File: src/rtl/supsv_pkg.sv
`timescale 1ns/1ps
package supsv_pkg;

  localparam int SEL_W = 2;

  // Map the 2-bit stretch selector onto one of four unit counts.
  function automatic int unsigned pick_units(input logic [SEL_W-1:0] sel,
                                             input int unsigned u0,
                                             input int unsigned u1,
                                             input int unsigned u2,
                                             input int unsigned u3);
    case (sel)
      2'd0:    return u0;
      2'd1:    return u1;
      2'd2:    return u2;
      default: return u3;
    endcase
  endfunction

  function automatic int unsigned max4(input int unsigned a, input int unsigned b,
                                       input int unsigned c, input int unsigned d);
    int unsigned m;
    m = a;
    if (b > m) m = b;
    if (c > m) m = c;
    if (d > m) m = d;
    return m;
  endfunction

endpackage

File: src/rtl/supsv_sync.sv
`timescale 1ns/1ps
// Multi-bit synchronizer, each bit an independent flop chain.
module supsv_sync #(
  parameter int          WIDTH   = 4,
  parameter int          STAGES  = 2,
  parameter logic [WIDTH-1:0] RST_VAL = '0
) (
  input  logic             clk,
  input  logic             rst_n,
  input  logic [WIDTH-1:0] d,
  output logic [WIDTH-1:0] q
);

  logic [STAGES-1:0][WIDTH-1:0] stg_q;

  always_ff @(posedge clk or negedge rst_n) begin
    if (!rst_n) begin
      stg_q <= {STAGES{RST_VAL}};
    end else begin
      stg_q[0] <= d;
      for (int i = 1; i < STAGES; i++) begin
        stg_q[i] <= stg_q[i-1];
      end
    end
  end

  assign q = stg_q[STAGES-1];

endmodule

File: src/rtl/supsv_tick.sv
`timescale 1ns/1ps
// Prescaler producing a one-cycle tick every PRESCALE clocks; held at phase zero by hold.
module supsv_tick #(
  parameter int PRESCALE = 4
) (
  input  logic clk,
  input  logic rst_n,
  input  logic hold,
  output logic tick
);

  localparam int          PW   = (PRESCALE > 1) ? $clog2(PRESCALE) : 1;
  localparam logic [PW-1:0] LAST = PW'(PRESCALE - 1);

  logic [PW-1:0] pc_q, pc_d;

  always_comb begin
    pc_d = pc_q;
    tick = 1'b0;
    if (hold) begin
      pc_d = '0;
    end else if (pc_q == LAST) begin
      pc_d = '0;
      tick = 1'b1;
    end else begin
      pc_d = pc_q + 1'b1;
    end
  end

  always_ff @(posedge clk or negedge rst_n) begin
    if (!rst_n) pc_q <= '0;
    else        pc_q <= pc_d;
  end

endmodule

File: src/rtl/supsv_stretch.sv
`timescale 1ns/1ps
// Holds the reset active while cause is present and for LIMIT ticks after it clears.
module supsv_stretch
  import supsv_pkg::*;
#(
  parameter int unsigned TO_0 = 50,
  parameter int unsigned TO_1 = 100,
  parameter int unsigned TO_2 = 200,
  parameter int unsigned TO_3 = 400,
  parameter int          CNT_W = 9
) (
  input  logic             clk,
  input  logic             rst_n,
  input  logic             cause,
  input  logic             tick,
  input  logic [SEL_W-1:0] sel,
  output logic             rst_o
);

  logic [CNT_W-1:0] cnt_q, cnt_d;
  logic             act_q, act_d;
  logic [CNT_W-1:0] lim_m1;

  assign lim_m1 = CNT_W'(pick_units(sel, TO_0, TO_1, TO_2, TO_3) - 1);

  always_comb begin
    cnt_d = cnt_q;
    act_d = act_q;
    if (cause) begin
      cnt_d = '0;
      act_d = 1'b1;
    end else if (act_q && tick) begin
      if (cnt_q >= lim_m1) begin
        cnt_d = '0;
        act_d = 1'b0;
      end else begin
        cnt_d = cnt_q + 1'b1;
      end
    end
  end

  always_ff @(posedge clk or negedge rst_n) begin
    if (!rst_n) begin
      cnt_q <= '0;
      act_q <= 1'b1;
    end else begin
      cnt_q <= cnt_d;
      act_q <= act_d;
    end
  end

  assign rst_o = act_q;

endmodule

File: src/rtl/supsv_top.sv
`timescale 1ns/1ps
module supsv_top
  import supsv_pkg::*;
#(
  parameter int          SYNC_STAGES = 2,
  parameter int          PRESCALE    = 4,
  parameter int unsigned TO_0        = 50,
  parameter int unsigned TO_1        = 100,
  parameter int unsigned TO_2        = 200,
  parameter int unsigned TO_3        = 400
) (
  input  logic             clk,
  input  logic             rst_n,
  input  logic             supply_ok_i,
  input  logic             aux_a_i,
  input  logic             aux_b_i,
  input  logic             man_rst_i,
  input  logic [SEL_W-1:0] to_sel_i,
  input  logic             stat_cap_i,
  output logic             sup_rst_o,
  output logic             aux_a_o,
  output logic             aux_b_o,
  output logic [1:0]       stat_o
);

  localparam int unsigned TO_MAX = max4(TO_0, TO_1, TO_2, TO_3);
  localparam int          CNT_W  = $clog2(TO_MAX + 1);
  localparam int          IN_W   = 4;
  localparam int          B_OK   = 0;
  localparam int          B_AUXA = 1;
  localparam int          B_AUXB = 2;
  localparam int          B_MAN  = 3;

  // Reset: asserted asynchronously, released on the clock.
  logic [1:0] rs_q;
  logic       rst_int_n;

  always_ff @(posedge clk or negedge rst_n) begin
    if (!rst_n) rs_q <= 2'b00;
    else        rs_q <= {rs_q[0], 1'b1};
  end
  assign rst_int_n = rs_q[1];

  // Input synchronization.
  logic [IN_W-1:0] raw_in, syn_in;
  assign raw_in[B_OK]   = supply_ok_i;
  assign raw_in[B_AUXA] = aux_a_i;
  assign raw_in[B_AUXB] = aux_b_i;
  assign raw_in[B_MAN]  = man_rst_i;

  supsv_sync #(
    .WIDTH  (IN_W),
    .STAGES (SYNC_STAGES),
    .RST_VAL('0)
  ) u_sync (
    .clk  (clk),
    .rst_n(rst_int_n),
    .d    (raw_in),
    .q    (syn_in)
  );

  logic cause;
  assign cause = ~syn_in[B_OK] | syn_in[B_MAN];

  // Stretch timing.
  logic tick;

  supsv_tick #(.PRESCALE(PRESCALE)) u_tick (
    .clk  (clk),
    .rst_n(rst_int_n),
    .hold (cause),
    .tick (tick)
  );

  supsv_stretch #(
    .TO_0 (TO_0),
    .TO_1 (TO_1),
    .TO_2 (TO_2),
    .TO_3 (TO_3),
    .CNT_W(CNT_W)
  ) u_str (
    .clk  (clk),
    .rst_n(rst_int_n),
    .cause(cause),
    .tick (tick),
    .sel  (to_sel_i),
    .rst_o(sup_rst_o)
  );

  // Auxiliary outputs and captured status.
  assign aux_a_o = syn_in[B_AUXA];
  assign aux_b_o = syn_in[B_AUXB];

  logic [1:0] stat_q, stat_d;

  always_comb begin
    stat_d = stat_q;
    if (stat_cap_i) stat_d = {syn_in[B_AUXB], syn_in[B_AUXA]};
  end

  always_ff @(posedge clk or negedge rst_int_n) begin
    if (!rst_int_n) stat_q <= 2'b00;
    else            stat_q <= stat_d;
  end

  assign stat_o = stat_q;

endmodule

File: config.mk
export PLATFORM = sky130hd
export DESIGN_NAME = supsv_top
export DESIGN_NICKNAME = d
export VERILOG_FILES = /design/src/rtl/supsv_pkg.sv /design/src/rtl/supsv_sync.sv /design/src/rtl/supsv_tick.sv /design/src/rtl/supsv_stretch.sv /design/src/rtl/supsv_top.sv
export SDC_FILE = /design/constraint.sdc
export NUM_CORES = 1
export LEC_CHECK = 0
export BUFFER_PORTS_ARGS = -buffer_cell sky130_fd_sc_hd__buf_4
export CORE_UTILIZATION = 40
export CTS_CLUSTER_DIAMETER = 60
export DETAILED_ROUTE_END_ITERATION = 16
export PLACE_DENSITY_LB_ADDON = 0.25
export SYNTH_ARGS = -nofsm -noshare
export SYNTH_HDL_FRONTEND = slang
export SYNTH_HIERARCHICAL = 1
export SYNTH_SLANG_ARGS = --single-unit
File: constraint.sdc
create_clock -name clk -period 1 [get_ports clk]
set_clock_uncertainty 0.2 [all_clocks]
set_input_delay 0.1 -clock clk [delete_from_list [all_inputs] [get_ports clk]]
set_output_delay 0.1 -clock clk [all_outputs]
set_load 0.01 [all_outputs]
== After elaboration in Yosys (flattened, before gate mapping) ==
Index checks and enable logic that the tools add are counted.

* Register bits after elaboration: 24
* Input port bits: 9
* Output and inout bits: 5
* Word-level logic and storage cells: 32

* Add/sub/neg operators: 3
* Order comparisons: 1
* Equal/unequal tests: 3
* Multiplexer cells: 11
* Bitwise logic cells: 2
* Reductions and logical operators: 5

{| class="wikitable"
|+ Operator list
! kind !! count
|-
| $mux W9 || 3
|-
| $pmux W9 S3 || 1
|-
| $add A9 B1 Y9 const B || 1
|-
| $ge A9 B9 Y1 || 1
|-
| $sub A9 B1 Y9 const B || 1
|-
| $mux W1 || 5
|-
| $eq A2 B2 Y1 const B || 2
|-
| $mux W2 || 2
|-
| $reduce_bool A2 Y1 || 2
|-
| $add A2 B1 Y2 const B || 1
|-
| $eq A2 B1 Y1 const B || 1
|-
| $logic_not A2 Y1 || 1
|-
| $reduce_and A2 Y1 || 1
|-
| $logic_and A1 B1 Y1 || 1
|-
| $not A1 Y1 || 1
|-
| $or A1 B1 Y1 || 1
|}

== Logic depth before layout (Yosys ltp) ==
Gate-level depths: netlist (run 1).

* Depth after elaboration: 7
* Depth in mapped cells: 10
* Depth with buffers taken out: 10

== Cells and area by module ==
The synthesis (run 1) kept the hierarchy.

{| class="wikitable"
|+ Modules (own cells, without submodules)
! module !! instances !! cells each !! area an instance (um^2) !! sequential area each (um^2)
|-
| supsv_stretch || 1 || 84 || 815.8 || 251.5
|-
| supsv_sync || 1 || 12 || 230.2 || 200.2
|-
| supsv_top || 1 || 8 || 132.6 || 100.1
|-
| supsv_tick || 1 || 6 || 85.1 || 50.0
|}

== Worst setup path after synthesis (run 1) ==
No wires, ideal clock.

* Kind: input to register
* Start: in to_sel_i[1]
* End: reg u_str.cnt_q[5]
* Library setup time: 0.119 ns
* Data arrival time: 1.788 ns
* Required time: 0.681 ns
* Setup slack: -1.107 ns
* Stages on the path: 10
* Buffers on the path: 0
* Cells stage by stage: inv_1 -> ha_1 -> inv_1 -> ha_1 -> ha_1 -> o211ai_1 -> o21a_2 -> o221ai_4 -> nor2b_4 -> nor2_1

* Cells in the longest elaborated chain, start to end: 7
* Elaborated cells between the ends (all ways): 9
* Classes of those cells: 1 x add/sub; 1 x order compare; 2 x eq/ne; 4 x mux; 1 x reduce/logical

{| class="wikitable"
|+ Ends and longest elaborated chain
! element !! RTL line !! source
|-
| from (decl) || supsv_top.sv:18 || <nowiki>input logic [SEL_W-1:0] to_sel_i,</nowiki>
|-
| $eq A2 B2 Y1 (tied with other cells) || supsv_pkg.sv:12 || <nowiki>case (sel)</nowiki>
|-
| $pmux W9 S3 (*) || supsv_pkg.sv:12 ||
|-
| $sub A9 B1 Y9 (*) || supsv_stretch.sv:24 || <nowiki>assign lim_m1 = CNT_W'(pick_units(sel, TO_0, TO_1, TO_2, TO_3) - 1);</nowiki>
|-
| $ge A9 B9 Y1 (*) || supsv_stretch.sv:33 || <nowiki>if (cnt_q >= lim_m1) begin</nowiki>
|-
| $mux W9 (*) || supsv_stretch.sv:33 ||
|-
| $mux W9 (*) || supsv_stretch.sv:32 || <nowiki>end else if (act_q && tick) begin</nowiki>
|-
| $mux W9 (*) || supsv_stretch.sv:29 || <nowiki>if (cause) begin</nowiki>
|-
| to (signal assigned) || supsv_stretch.sv:47 || <nowiki>cnt_q <= cnt_d;</nowiki>
|-
| to (decl) || supsv_stretch.sv:20 || <nowiki>logic [CNT_W-1:0] cnt_q, cnt_d;</nowiki>
|}

Mark *: on every way between the ends. The rest lies on a longest branch, timed or not. The select of a mux whose other input is x is not followed.
A chain may end at the register's enable or synchronous reset.

== Worst setup path in the final report (run 1) ==
* Start: reg u_str.cnt_q[4]
* End: reg u_str.cnt_q[3]

* Cells in the longest elaborated chain, start to end: 4

{| class="wikitable"
|+ Ends and longest elaborated chain
! element !! RTL line
|-
| $ge A9 B9 Y1 || supsv_stretch.sv:33
|-
| $mux W9 || supsv_stretch.sv:33
|-
| $mux W9 || supsv_stretch.sv:32
|-
| $mux W9 || supsv_stretch.sv:29
|}

No other way between the ends. The select of a mux whose other input is x is not followed.

==> results of run 1 <==
-- layout make-up --
class	count	area, um^2
Fill cell	237	1080
Multi-Input combinational cell	74	718
Sequential cell	24	602
Timing Repair Buffer	54	470
Tap cell	44	55.1
Inverter	7	47.5
Clock inverter	1	30.0
Clock buffer	3	22.5
-- metrics by stage --
step	utilization, %	setup slack [ns]	power [mW]	setup TNS (ns)	std cells
6_report	64.3	-0.942	2.09	-10.32	207
2_1_floorplan	-	-0.869	1.21	-8.33	110
4_1_cts	61.3	-0.910	2.08	-9.85	199
3_5_place_dp	55.2	-1.15	1.34	-11.13	186
5_1_grt	64.3	-1.01	2.19	-11.35	207
3_3_place_gp	55.2	-1.12	1.33	-10.82	186
-- worst min path at each step --
stage	depth (start not counted)	startpoint	endpoint	slack, ns
detailed placement	1	rst_n	rs_q[0]	-0.31
global route	2	stat_cap_i	stat_o[1]	-0.16
finish	2	stat_cap_i	stat_o[1]	-0.15
floorplan	0	rst_n	rs_q[0]	-0.40
CTS	2	stat_cap_i	stat_o[0]	-0.16
global placement	1	rst_n	rs_q[0]	-0.32
-- worst reg2reg max path, cell delays in order (launching register included) --
cell and delay [ns]:
dfrtp_1 0.42, ha_1 0.30, o211ai_1 0.08, o21a_2 0.22, o221ai_4 0.29, buf_6 0.16, a21oi_2 0.03, a21o_1 0.14
-- placed cells by master, fill, tap and decap left out, types with 3 or more instances in the layout --
cell type	n
a21o_1	4
a21oi_1	4
buf_4	37
buf_6	10
clkbuf_4	3
dfrtp_1	23
dlygate4sd3_1	6
ha_1	12
ha_4	6
inv_1	3
nand2_1	5
nand3_1	7
nor2_1	5
xor2_1	4
-- repair_timing --
item	4_1_cts	5_1_grt
setup buffers	3	9
pin swaps	2	3
hold endpoints to repair	8	2
gates cloned	0	0
gates resized for setup	11	7
setup endpoints to repair	17	19
-- routing by layer --
layer / wire, um / up-vias
li1: - / 483
met1: 1070 / 473
met2: 1420 / 10
met3: 71 / 2
met4: 8 / 0
met5: 0 / -
-- power by group --
| part | internal (mW) | switching [mW] | leakage (nW) |
|---|---|---|---|
| sequential | 1.01 | 0.0272 | 0.302 |
| clock | 0.405 | 0.281 | 0.0279 |
| combinational | 0.212 | 0.158 | 0.615 |
-- cell families (layout without fill, tap and decap cells) --
group | count (synthesis) | count (layout) | synth area share, %
DFF | 24 | 24 | 47.6
adders and majority gates | 18 | 18 | 17.8
AOI/OAI and AO/OA | 18 | 18 | 10.9
other | 1 | 1 | 0.297
xor gates and xnor gates | 4 | 4 | 2.77
and+or+nand+nor | 31 | 31 | 14.0
muxes | 2 | 2 | 1.78
buffers and inverters | 12 | 65 | 4.85
-- state kept, by name, summed over array words and instances (netlist names) --
signal and flops:
u_str/rst_o 1, stat_o 2, u_tick/pc_q 2, u_sync/q 4, u_str/cnt_q 9, rs_q 2
u_sync/stg_q 4
==> impl_metrics.csv, run 1 <==
group,metric,value,unit
synthesis,synth_edf_count,0,
synthesis,yosysTopAreaCell,"dfrtp_1",
global_route,use_met1,19.6,%
drt,drcViolationCount,0,
placement,gp_congestion,0.725,
critical_path,critical-path-top-delay-family,"compound AO/OA/AOI/OAI gates",
critical_path,worstPathRequired,1.02,ns
timing,timing.final.crit_period,1.94,ns
power,powerDensity,1070,mW/mm^2
global_route,grtUsageMet3,4.69,%
placement,place_hpwl,1880,um
power,worst_ir_drop_vdd,0.830,mV
synthesis,ys_seq_elements,24,
cts,cts.clk_slew.worst_paths,0.13,ns
floorplan,design.die.area,0.00339,mm^2
critical_path,startpoint,"u_str/cnt_q[4]",
floorplan,io_pins,14,
timing,rsz0062_at_grt,"true",
critical_path,end_kind,"flip-flop",
drt,wl_per_cell,12.4,um
floorplan,initial_core_util,41.7,%
global_route,grt_pass1_wl,4240,um
global_route,grt_pass1_vias,1000,
cts,hold_buffers,6,
min_path,hold_class,"in -> reg",
floorplan,rows,20,
synthesis,synth_common_cells,"dfrtp_1, ha_1, inv_1, nand3_1, nor2_1",
layout,num_antenna_cells,0,
cts,cts-root-buf,"clkbuf_4",
placement,port_buffers,13,
synthesis,synth_ff_type,"dfrtp_1",
cts,cts_max_path_buffers,2,
layout,syn2layout_area_growth,54.0,%
cts,insertion_delay,0.31,ns
global_route,grt.busiest_layer,"met2",
drt,dr.pass1.iters,4,
global_route,met2_usage,30.0,%
run_status,status,"complete, but fails checks",
placement,place_area,0.00167,mm^2
drt,routed-via-count,968,
synthesis,async_flop_share,100,%
critical_path,cp-endpoint,"u_str/cnt_q[3]",
layout,final_cell_area,0.00195,mm^2
critical_path,rr_endpoint,"u_str/cnt_q[3]",
timing,slew_viol_final,0,
cts,cts_max_level,1,
timing,worst_hold_slack,-0.146,ns
layout,final_nets,191,
timing,fmax,0.515,GHz
drt,drt_iter0_drc,23,
floorplan,fp.dieH,58.2,um
synthesis,yosysSeqAreaShare,47.6,%
critical_path,crit_path_start_kind,"flip-flop",
power,p_leak,0.945,nW
timing,timing.final.crit_share,194,%
timing,hold_viol,11,
floorplan,die_w,58.2,um
timing,setup_slack,-0.942,ns
synthesis,syn_area_per_cell,11.5,um^2
drt,antenna_left,0,
synthesis,synth_cell_types,30,
critical_path,path_max_fanout,7,
global_route,grt_usage,16.5,%
run_status,violations,"negative hold slack, negative setup slack",
synthesis,ys.warnings.count,6,
floorplan,fp.coreArea,0.00303,mm^2
cts,numCtsBuffers,3,
global_route,overflow,0,
timing,finalSetupViolCount,19,
synthesis,syn_area,0.00126,mm^2
global_route,antenna_found_initial,0,
critical_path,crit_buf_inv,1,
layout,drive_gt1_share,47.9,%
cts,clock-sinks,24,
global_route,grt_max_degree,23,
cts,cts_tree,"done",
synthesis,synth.most_common_cell,"dfrtp_1",
critical_path,arrival,1.97,ns
critical_path,crit_slowest_cell,"dfrtp_1",
synthesis,synth_top_area_share,45.5,%
drt,viasPerCell,4.68,
critical_path,path_cells,"ha_1 -> o211ai_1 -> o21a_2 -> o221ai_4 -> buf_6 -> a21oi_2 -> a21o_1",
critical_path,cp_num_cells,7,
synthesis,synth_fp_nets,137,
job,maxCapViolCount,0,
critical_path,reg2reg_from,"u_str/cnt_q[4]",
drt,drt_wl_total,2570,um
critical_path,critPathKind,"reg -> reg",
synthesis,syn_inst,110,
critical_path,reg2regPathDepth,7,
synthesis,synth_area_leaders,"dfrtp_1, ha_1, nand3_1, xor2_1, a21o_1",
critical_path,reg2reg_setup_slack,-0.94,ns
critical_path,max_stage_delay,0.42,ns
No activity file was read; power rests on OpenSTA's default activity.
==> run 2: changes to the inputs <==
--- a/config.mk
+++ b/config.mk
@@ -8,4 +8,5 @@
 export BUFFER_PORTS_ARGS = -buffer_cell sky130_fd_sc_hd__buf_4
+export CELL_PAD_IN_SITES_DETAIL_PLACEMENT = 1
+export CELL_PAD_IN_SITES_GLOBAL_PLACEMENT = 1
 export CORE_UTILIZATION = 40
-export CTS_CLUSTER_DIAMETER = 60
 export DETAILED_ROUTE_END_ITERATION = 16
--- a/constraint.sdc
+++ b/constraint.sdc
@@ -4,2 +4,2 @@
 set_output_delay 0.1 -clock clk [all_outputs]
-set_load 0.01 [all_outputs]
+set_load 0.005 [all_outputs]
==> run 2 against run 1 <==
- total power is 0.66% higher
- the run still ends with negative hold slack, negative setup slack left
- highest routed layer unchanged
- largest power group unchanged
- sequential share of layout area grew 0.51 points
- non-clock buffer count shrank 1
==> impl_metrics.csv, run 2 (same netlist as run 1, synthesis figures left out) <==
group,metric,value,unit
global_route,antenna_found_initial,0,
layout,final_cell_mix,"buf_4, dfrtp_1, ha_1",
timing,slew_viol_final,0,
drt,viasPerCell,4.76,
cts,hold_buffers,6,
layout,drive_gt1_share,45.7,%
layout,instances_no_fill,206,
timing,fmax,0.511,GHz
floorplan,fp.dieH,58.2,um
global_route,met2_usage,39.2,%
power,p_comb_share,17.0,%
timing,timing.final.crit_share,196,%
cts,numCtsBuffers,3,
floorplan,initial_core_util,41.7,%
job,maxCapViolCount,0,
global_route,grt_pass1_wl,5050,um
cts,clock-sinks,24,
critical_path,reg2reg_setup_slack,-0.96,ns
layout,final_common_cell,"buf_4",
floorplan,fp.coreArea,0.00303,mm^2
drt,routed-via-count,981,
floorplan,design.die.area,0.00339,mm^2
drt,drcViolationCount,0,
cts,cts_max_level,1,
global_route,grt_max_degree,15,
layout,syn2layout_area_growth,51.5,%
floorplan,rows,20,
layout,num_antenna_cells,0,
global_route,grt_usage,20.4,%
critical_path,path_max_fanout,8,
min_path,min-delay-start,"stat_cap_i",
critical_path,reg2reg_from,"u_str/cnt_q[4]",
critical_path,crit_path_start_kind,"flip-flop",
drt,drt_wl_total,3080,um
global_route,overflow,0,
placement,place_hpwl,2270,um
drt,dr.pass1.iters,4,
critical_path,arrival,1.98,ns
min_path,min_to,"stat_o[1]",
timing,worst_hold_slack,-0.153,ns
placement,gp_congestion,0.744,
layout,final_nets,190,
floorplan,die_w,58.2,um
drt,antenna_left,0,
cts,cts_tree,"done",
timing,hold_viol,2,
drt,drt_iter0_drc,12,
critical_path,end_kind,"flip-flop",
run_status,status,"complete, but fails checks",
power,seq_power_share,49.2,%
timing,setup_slack,-0.957,ns
power,p_switching,0.492,mW
cts,insertion_delay,0.32,ns
placement,place_inst,189,
run_status,violations,"negative hold slack, negative setup slack",
global_route,grt.busiest_layer,"met2",
power,worst_ir_drop_vdd,0.737,mV
layout,largest_reg_flops,9,
critical_path,rr_endpoint,"u_str/cnt_q[6]",
critical_path,worstPathRequired,1.02,ns
critical_path,reg2regPathDepth,6,
cts,cts.clk_slew.worst_paths,0.14,ns
cts,cts-root-buf,"clkbuf_4",
timing,rsz0062_at_grt,"true",
power,internal_power,1.61,mW
critical_path,critPathKind,"reg -> reg",
power,p_clk_share,33.8,%
floorplan,io_pins,14,
timing,fin_tns_setup,-10.34,ns
timing,timing.final.crit_period,1.96,ns
power,totalPowerFinal,2.11,mW
cts,cts_max_path_buffers,2,
power,p_leak,0.934,nW
placement,port_buffers,13,
min_path,hold_class,"in -> reg",
global_route,grt_pass1_vias,1089,
power,sw_frac_of_total,23.4,%
global_route,grtUsageMet3,2.01,%
power,powerDensity,1100,mW/mm^2
drt,wl_per_cell,14.9,um
min_path,holdPathStages,2,
timing,finalSetupViolCount,18,
layout,top_register,"u_str/cnt_q",
critical_path,startpoint,"u_str/cnt_q[4]",
global_route,use_met1,24.1,%
## run 2: changes by cell type in the layout (fill, tap and decap cells not counted)
cell,previous run,this run
a21oi_2,1,0
a211oi_1,0,1
nor2_1,5,6
nor2_2,1,0
a21oi_1,4,5
a211oi_2,2,1
buf_12,1,0
## run 2: worst max-delay path by stage
stage,end,slack (ns),depth (start not counted)
2_1_floorplan,u_str/cnt_q[5],-0.87,10
6_report,u_str/cnt_q[6],-0.96,6
5_1_grt,u_str/cnt_q[6],-1.03,6
3_5_place_dp,u_str/cnt_q[5],-1.22,11
3_3_place_gp,u_str/cnt_q[7],-1.12,11
4_1_cts,u_str/cnt_q[5],-0.93,6
## run 2: per-stage QoR
step                      hold WS, ns  utilization, %  area [um^2]  worst slack, ns
after floorplan                -0.396               -         1370           -0.869
after global routing           -0.167            63.2         1910            -1.03
final                          -0.153            63.2         1910           -0.957
after detailed placement       -0.317            55.6         1680            -1.22
after global placement         -0.318            55.6         1680            -1.12
after CTS                      -0.162            61.9         1880           -0.929
## run 2: critical path, cell delays in order, from the launching register on
cell and delay [ns]:
dfrtp_1 0.42, ha_1 0.30, o211ai_1 0.10, o21a_2 0.23, o221ai_4 0.28, nor2b_4 0.26
nor2_1 0.06
## run 2: cell type report
type                    instances  area (um^2)
clock buffers                   3         22.5
clock inverters                 1         30.0
fillers                       318         1110
inverters                       7         47.5
multi-input cells              74          707
flip-flops and latches         24          602
well taps                      44         55.1
repair buffers                 53          450
## run 2: power by group through the flow
stage	registers, mW	clock network, mW	logic [mW]
floorplan	1.06	0	0.149
global placement	1.05	0	0.281
detailed placement	1.05	0	0.301
CTS	1.03	0.717	0.350
global route	1.04	0.761	0.392
finish	1.04	0.711	0.358
## run 2: layer usage
layer	vias to the layer above	part of all wire, %
li1	477	-
met1	495	41
met2	7	57
met3	2	1.3
met4	0	0.78
met5	-	0
## run 2: timing repair
action,4_1_cts,5_1_grt
gates resized for setup,11,4
buffers inserted,5,3
pin swaps,3,3
hold endpoints to repair,18,2
endpoints found under the setup margin,17,19
